$ cat src/rtl/skip_adder_vg.sv
module skip_adder_vg #(
  parameter int WIDTH = 60,
  parameter int NGRP  = 10,
  parameter logic [NGRP*8-1:0] GSIZES =
    {8'd4, 8'd5, 8'd6, 8'd7, 8'd8, 8'd8, 8'd7, 8'd6, 8'd5, 8'd4}
) (
  input  logic [WIDTH-1:0] a,
  input  logic [WIDTH-1:0] b,
  input  logic             cin,
  output logic [WIDTH-1:0] sum,
  output logic             cout
);

  function automatic int grp_off(int k);
    int acc;
    acc = 0;
    for (int j = 0; j < k; j++) acc += int'(GSIZES[8*j +: 8]);
    return acc;
  endfunction

  localparam int TOTAL = grp_off(NGRP);

  if (TOTAL != WIDTH) begin : gen_bad_list
    $error("skip_adder_vg: group sizes total %0d, width is %0d", TOTAL, WIDTH);
  end

  logic [WIDTH-1:0] prop, gen;
  assign prop = a ^ b;
  assign gen  = a & b;

  for (genvar g = 0; g < NGRP; g++) begin : gen_grp
    localparam int OFF = grp_off(g);
    localparam int SZ  = int'(GSIZES[8*g +: 8]);

    logic          cin_l, cout_l, rip_out, gp;
    logic [SZ-1:0] s_loc;

    if (g == 0) begin : gen_first
      assign cin_l = cin;
    end else begin : gen_next
      assign cin_l = gen_grp[g-1].cout_l;
    end

    always_comb begin
      logic cc;
      cc = cin_l;
      for (int i = 0; i < SZ; i++) begin
        s_loc[i] = prop[OFF+i] ^ cc;
        cc = gen[OFF+i] | (prop[OFF+i] & cc);
      end
      rip_out = cc;
    end

    assign gp     = &prop[OFF +: SZ];
    assign cout_l = gp ? cin_l : rip_out;
    assign sum[OFF +: SZ] = s_loc;

    always_comb begin
      AST_BYPASS_AGREE: assert (cout_l == rip_out) else $error("bypass/ripple mismatch group %0d", g);
      if (gen[OFF+SZ-1])
        AST_TOP_GEN: assert (cout_l) else $error("generate at group top lost, group %0d", g);
      if (!gen[OFF+SZ-1] && !prop[OFF+SZ-1])
        AST_TOP_KILL: assert (!cout_l) else $error("kill at group top ignored, group %0d", g);
    end
  end

  assign cout = gen_grp[NGRP-1].cout_l;

  always_comb begin
    AST_SUM_EXACT: assert ({cout, sum} == ({1'b0, a} + {1'b0, b} + {{WIDTH{1'b0}}, cin}))
      else $error("adder result wrong");
  end

endmodule

$ cat config.mk
export PLATFORM = sky130hd
export DESIGN_NAME = skip_adder_vg
export DESIGN_NICKNAME = d
export VERILOG_FILES = /design/src/rtl/skip_adder_vg.sv
export SDC_FILE = /design/constraint.sdc
export NUM_CORES = 1
export LEC_CHECK = 0
export BUFFER_PORTS_ARGS = -buffer_cell sky130_fd_sc_hd__buf_2
export CORE_ASPECT_RATIO = 0.7
export CORE_MARGIN = 3
export CORE_UTILIZATION = 38
export DETAILED_ROUTE_END_ITERATION = 16
export MAX_ROUTING_LAYER = met4
export PLACE_DENSITY = 0.9
export SYNTH_ARGS = -nofsm -noshare
export SYNTH_HDL_FRONTEND = slang
export SYNTH_SLANG_ARGS = --single-unit
$ cat constraint.sdc
create_clock -name vclk -period 29.8
set_input_delay 1.49 -clock vclk [all_inputs]
set_output_delay 1.49 -clock vclk [all_outputs]
set_load 0.02 [all_outputs]
==> impl_metrics.py, run 1 <==
metrics = {
    "critical_path": {
        "critical_path_fanouts_max": 3,
        "worstSetupStartpoint": "a[0]",
        "cp_data_required_time_ns": 28.31,
        "crit_type": "input port to output port",
        "critical-path-top-cell-by-count": "sky130_fd_sc_hd__fa_1",
        "worstSetupStartpointType": "input port",
        "slowest_delay_ns": 0.41,
        "timing.critical_path.to_type": "output port",
        "critical_path.slowest_cell": "sky130_fd_sc_hd__fa_1",
        "timing.critical_path.arrival_ns": 27.45,
    },
    "timing": {
        "max-slew-margin-rel_pct": 69.4,
        "worst_slew_pin_slew_ns": 0.459,
        "finalWorstPathRequiredPeriod_ns": 28.94,
        "setup_viol": 0,
        "hold_viol_final": 0,
        "finalCritPeriodShare_pct": 97.1,
        "hold-worst-slack_ns": 3.38,
        "fin_tns_setup_ns": 0,
        "timing_max_transition_violations_final": 0,
        "fmax_ghz": 0.0346,
    },
    "synth": {
        "syn-instance-count": 184,
        "synthSimpleGateAreaFrac_pct": 7.59,
        "post_synth_mux_area_share_pct": 1.22,
        "synth_area_in_compound_gates_pct": 6.37,
        "synth_sequential_area_ratio_pct": 0,
        "synth_top_family_by_area": "adder cells",
        "post_synth_xor_area_fraction_pct": 0,
        "synth.lib_cells_used.distinct": 29,
        "synth_fp_nets": 425,
        "ys_warn_count": 0,
        "post_synth_fa_ha_maj_area_fraction_pct": 82.8,
        "mean_instance_size_in_the_synthesized_netlist_um2": 12.8,
        "netlist_area_um2": 2360,
    },
    "pwr": {
        "vdd.ir_drop.worst_v": 0.0000118,
        "p_leak_nw": 1.79,
        "power_per_cell_area_nw_per_um2": 24.7,
        "report.power.total_w": 0.0000853,
    },
    "floorplanning": {
        "die-width_um": 100,
        "pin_count": 182,
        "fp.dieH_um": 71.9,
        "initial_utilization_pct": 40.2,
        "die_area_um2": 7200,
        "placeableCoreArea_um2": 5870,
        "std_cell_rows": 23,
    },
    "drt": {
        "drt_iter0_drc": 29,
        "drcViolationCount": 0,
        "postRouteAntennaNets": 0,
        "detail_routed_net_length_per_standard_cell_um": 15.6,
        "drt-total-wl_um": 6920,
        "vias_per_cell": 4.81,
        "detailroute.via_count": 2132,
        "drt_pre_antenna_iters": 4,
    },
    "cts": {
        "postCtsHoldBufs": 0,
        "cts_post_setup_buffers_inserted": 0,
    },
    "layout": {
        "antenna_cells_inserted": 0,
        "final_layout_size_suffix_gt1_share_pct": 59.5,
        "design_area_um2": 3450,
        "synthToLayoutAreaGrowth_pct": 46.2,
        "fillerInstances": 488,
        "nets": 611,
        "n_sequential_cell": 0,
        "ff_latch_area_um2": 0,
        "clkbuf_count": 0,
        "multiInputGateArea_um2": 2380,
        "final_core_utilization_pct": 58.7,
    },
    "grt": {
        "number_of_global_route_vias_before_repair": 2458,
        "global_route.overflow_total": 0,
        "grt_first_pass_wirelength_um": 11100,
        "antenna_found_initial": 0,
        "grt_start_max_net_pins": 5,
        "global_route_total_usage_across_every_layer_pct": 19.4,
    },
    "min_path": {
        "min_to": "sum[1]",
        "holdCritPathClass": "input port to output port",
        "hold_depth": 3,
        "hold_path_startpoint": "b[1]",
    },
    "job": {
        "maxCapViolCount": 0,
    },
    "placement": {
        "io_buffers": 182,
        "routabilityCongestion": 0.862,
        "dp_hpwl_um": 6520,
        "dpl_cell_area_um2": 3380,
    },
    "run_status": {
        "outcome": "finished clean",
    },
}
-- metal layers --
| layer | share of wire [%] | vias up | global-route usage (%) |
|---|---|---|---|
| met2 | 59 | 103 | 39.9 |
| met3 | 6.4 | 4 | 0.961 |
| met1 | 34 | 1054 | 21.4 |
| li1 | - | 971 | - |
| met4 | 0.52 | 0 | 1.05 |
| met5 | 0 | - | - |
-- power breakdown --
part / total, W / switching (W) / leakage (nW) / internal [W]
Sequential: 0 / 0 / 0 / 0
Combinational: 0.0000853 / 0.0000523 / 1.79 / 0.0000330
Clock: 0 / 0 / 0 / 0
Total: 0.0000853 / 0.0000523 / 1.79 / 0.0000330
-- worst max-delay path: cells and delay by family --
kind                     cells  cell delay (ns)
adder cells (fa/ha/maj)     60            22.60
AO/OA/AOI/OAI               11             1.42
buffers and inverters        9             0.75
AND/OR/NAND/NOR              5             0.69
multiplexers                 2             0.46
-- synthesized netlist by cell type, drive strengths merged, types with 2 or more instances --
cell	n	area (um2)
fa	60	1200
ha	60	751
inv	13	48.8
nand4	9	62.6
nor2	8	30.0
nand2	6	22.5
nand3	4	20.0
o21ai	3	15.0
a21oi	2	10.0
and4	2	17.5
or2	2	15.0
-- worst max path at each step --
stage / to / slack [ns]
5_1_grt: sum[59] / -0.01
2_1_floorplan: sum[59] / 1.41
3_3_place_gp: sum[59] / 0.36
3_5_place_dp: sum[59] / -0.39
4_1_cts: sum[59] / 0.05
6_report: sum[59] / 0.86
-- cell type report --
cell class | count | share of cell area [%]
multi-input cells | 171 | 69.0
repair buffers | 184 | 26.9
well taps | 75 | 2.72
inverters | 13 | 1.42
-- through the flow --
stage | cells | setup slack [ns]
3_3_place_gp | 443 | 0.355
3_5_place_dp | 443 | -0.386
2_1_floorplan | 184 | 1.41
6_report | 443 | 0.860
5_1_grt | 443 | -0.0116
4_1_cts | 443 | 0.0454
-- cells in the final DEF, fill, tap and decap left out, types with 2 or more instances in the layout --
cell and count:
sky130_fd_sc_hd__buf_2 182, sky130_fd_sc_hd__nand4_1 8, sky130_fd_sc_hd__buf_4 2, sky130_fd_sc_hd__inv_1 13, sky130_fd_sc_hd__nand3_1 4, sky130_fd_sc_hd__and4_1 2, sky130_fd_sc_hd__fa_1 39, sky130_fd_sc_hd__nor2_1 7
sky130_fd_sc_hd__a21oi_1 2, sky130_fd_sc_hd__fa_2 21, sky130_fd_sc_hd__ha_1 60, sky130_fd_sc_hd__o21ai_2 2, sky130_fd_sc_hd__nand2_1 5
-- repair_timing --
action / 4_1_cts / 5_1_grt
setup endpoints to repair: 3 / 4
pin swaps: 0 / 2
gates resized for setup: 9 / 18
hold endpoints to repair: 0 / 0
-- kinds of logic after synthesis --
| group | Yosys count |
|---|---|
| multiplexers | 2 |
| AO/OA/AOI/OAI | 16 |
| adder cells (fa/ha/maj) | 120 |
| AND/OR/NAND/NOR | 33 |
| buffers and inverters | 13 |
Power figures use the tool's default switching activity.
==> inputs of run 2 (changes only) <==
- CORE_UTILIZATION: 38 -> 42
- PLACE_DENSITY: 0.9 -> 0.94
- clock period: 29.8 -> 30.6 ns (I/O delays scaled with it)
==> run 2 against run 1 <==
Routed wire length increased by 0.12%. First-iteration DRC count increased by 21%. Final cell count decreased by 0.68%. Critical path depth unchanged. Power decreased by 3.1%. Global-route usage increased by 0.93 points. Largest power group unchanged.
==> impl_metrics.py, run 2 (synthesis results as in run 1) <==
metrics = {
    "run_status": {
        "outcome": "finished clean",
    },
    "drt": {
        "length_of_routed_met3_wiring_um": 618,
        "drt_pre_antenna_iters": 4,
        "route.top_layer_used": "met4",
        "detailroute.via_count": 2124,
        "detail_routed_net_length_per_standard_cell_um": 15.8,
        "dr_wl_met2_um": 3970,
        "met1Wirelength_um": 2260,
        "vias_per_cell": 4.83,
        "postRouteAntennaNets": 0,
        "drt-total-wl_um": 6930,
        "drt_iter0_drc": 35,
        "drcViolationCount": 0,
    },
    "timing": {
        "setup_slack_ns": 0.978,
        "max-slew-margin-rel_pct": 71.7,
        "hold_viol_final": 0,
        "worst_slew_pin_slew_ns": 0.424,
        "finalCritPeriodShare_pct": 96.8,
        "timing_max_transition_violations_final": 0,
        "finalWorstPathRequiredPeriod_ns": 29.62,
        "fmax_ghz": 0.0338,
        "setup_viol": 0,
    },
    "layout": {
        "antenna_cells_inserted": 0,
        "design_area_um2": 3410,
        "synthToLayoutAreaGrowth_pct": 44.6,
        "final_common_cell": "sky130_fd_sc_hd__buf_2",
        "ff_latch_area_um2": 0,
        "final_core_utilization_pct": 63.9,
        "nets": 611,
        "clkbuf_count": 0,
        "n_sequential_cell": 0,
        "final_layout_size_suffix_gt1_share_pct": 54.9,
        "mostFrequentLayoutCells": "sky130_fd_sc_hd__buf_2, sky130_fd_sc_hd__ha_1, sky130_fd_sc_hd__fa_1",
    },
    "grt": {
        "grt_start_max_net_pins": 5,
        "antenna_found_initial": 0,
        "grt_first_pass_wirelength_um": 10200,
        "global_route.overflow_total": 0,
        "global_route_total_usage_across_every_layer_pct": 20.3,
        "number_of_global_route_vias_before_repair": 2353,
    },
    "critical_path": {
        "timing.critical_path.to_type": "output port",
        "critical_path_fanouts_max": 3,
        "critical_path.slowest_cell": "sky130_fd_sc_hd__fa_1",
        "crit_type": "input port to output port",
        "path_buf_inv": 9,
        "cp_data_required_time_ns": 29.07,
        "worstSetupStartpointType": "input port",
        "timing.critical_path.arrival_ns": 28.09,
        "cp_delay_by_family_top": "adder cells",
        "critical-path-top-cell-by-count": "sky130_fd_sc_hd__fa_1",
        "worstSetupPathDepth": 87,
        "slowest_delay_ns": 0.42,
    },
    "job": {
        "maxCapViolCount": 0,
    },
    "pwr": {
        "report.power.total_w": 0.0000826,
        "p_leak_nw": 1.81,
        "vdd.ir_drop.worst_v": 0.0000170,
        "power_per_cell_area_nw_per_um2": 24.2,
    },
    "min_path": {
        "min_to": "sum[16]",
        "hold_depth": 3,
        "holdCritPathClass": "input port to output port",
        "hold_path_startpoint": "b[16]",
    },
    "placement": {
        "dp_hpwl_um": 6560,
        "io_buffers": 182,
        "placement.setup.worst_slack_ns": 0.168,
        "dpl_cell_area_um2": 3360,
        "routabilityCongestion": 0.814,
    },
    "floorplanning": {
        "pin_count": 182,
        "die_area_um2": 6560,
        "fp.dieH_um": 68.7,
        "die-width_um": 95.6,
        "initial_utilization_pct": 44.2,
        "std_cell_rows": 22,
        "placeableCoreArea_um2": 5340,
    },
}
## run 2: timing repair
item	4_1_cts	5_1_grt
hold buffers	0	0
setup buffers	0	2
setup endpoints to repair	0	3
resized for setup	0	11
endpoints found under the hold margin	0	0
## run 2: area by class of cell
cell class,instances,area [um2]
repair buffers,184,926
inverters,13,48.8
multi-input cells,171,2350
fillers,442,1930
well taps,72,90.1
## run 2: per-stage QoR
step	setup TNS, ns	hold slack (ns)	cells
floorplan	0	3.32	184
global placement	0	3.46	438
detailed placement	0	3.46	438
CTS	0	3.46	438
global route	-0.00409	3.48	440
finish	0	3.46	440
## run 2: power by group
part           internal, W  total [W]  switching (W)
logic            0.0000320  0.0000826      0.0000507
clock network            0          0              0
registers                0          0              0
## run 2: how the worst max path moves through the flow
stage | startpoint | endpoint | slack (ns)
after floorplan | a[0] | sum[59] | 2.13
after global placement | a[0] | sum[59] | 0.77
after detailed placement | a[0] | sum[59] | 0.17
after CTS | a[0] | sum[59] | 0.08
after global routing | a[0] | sum[59] | -0.004
final | a[0] | sum[59] | 0.98
## run 2: layer usage
layer  vias up  track usage, %
met2       113            42.2
met3        10            3.04
met5         -               -
li1        973               -
met1      1028            20.6
met4         0            3.01
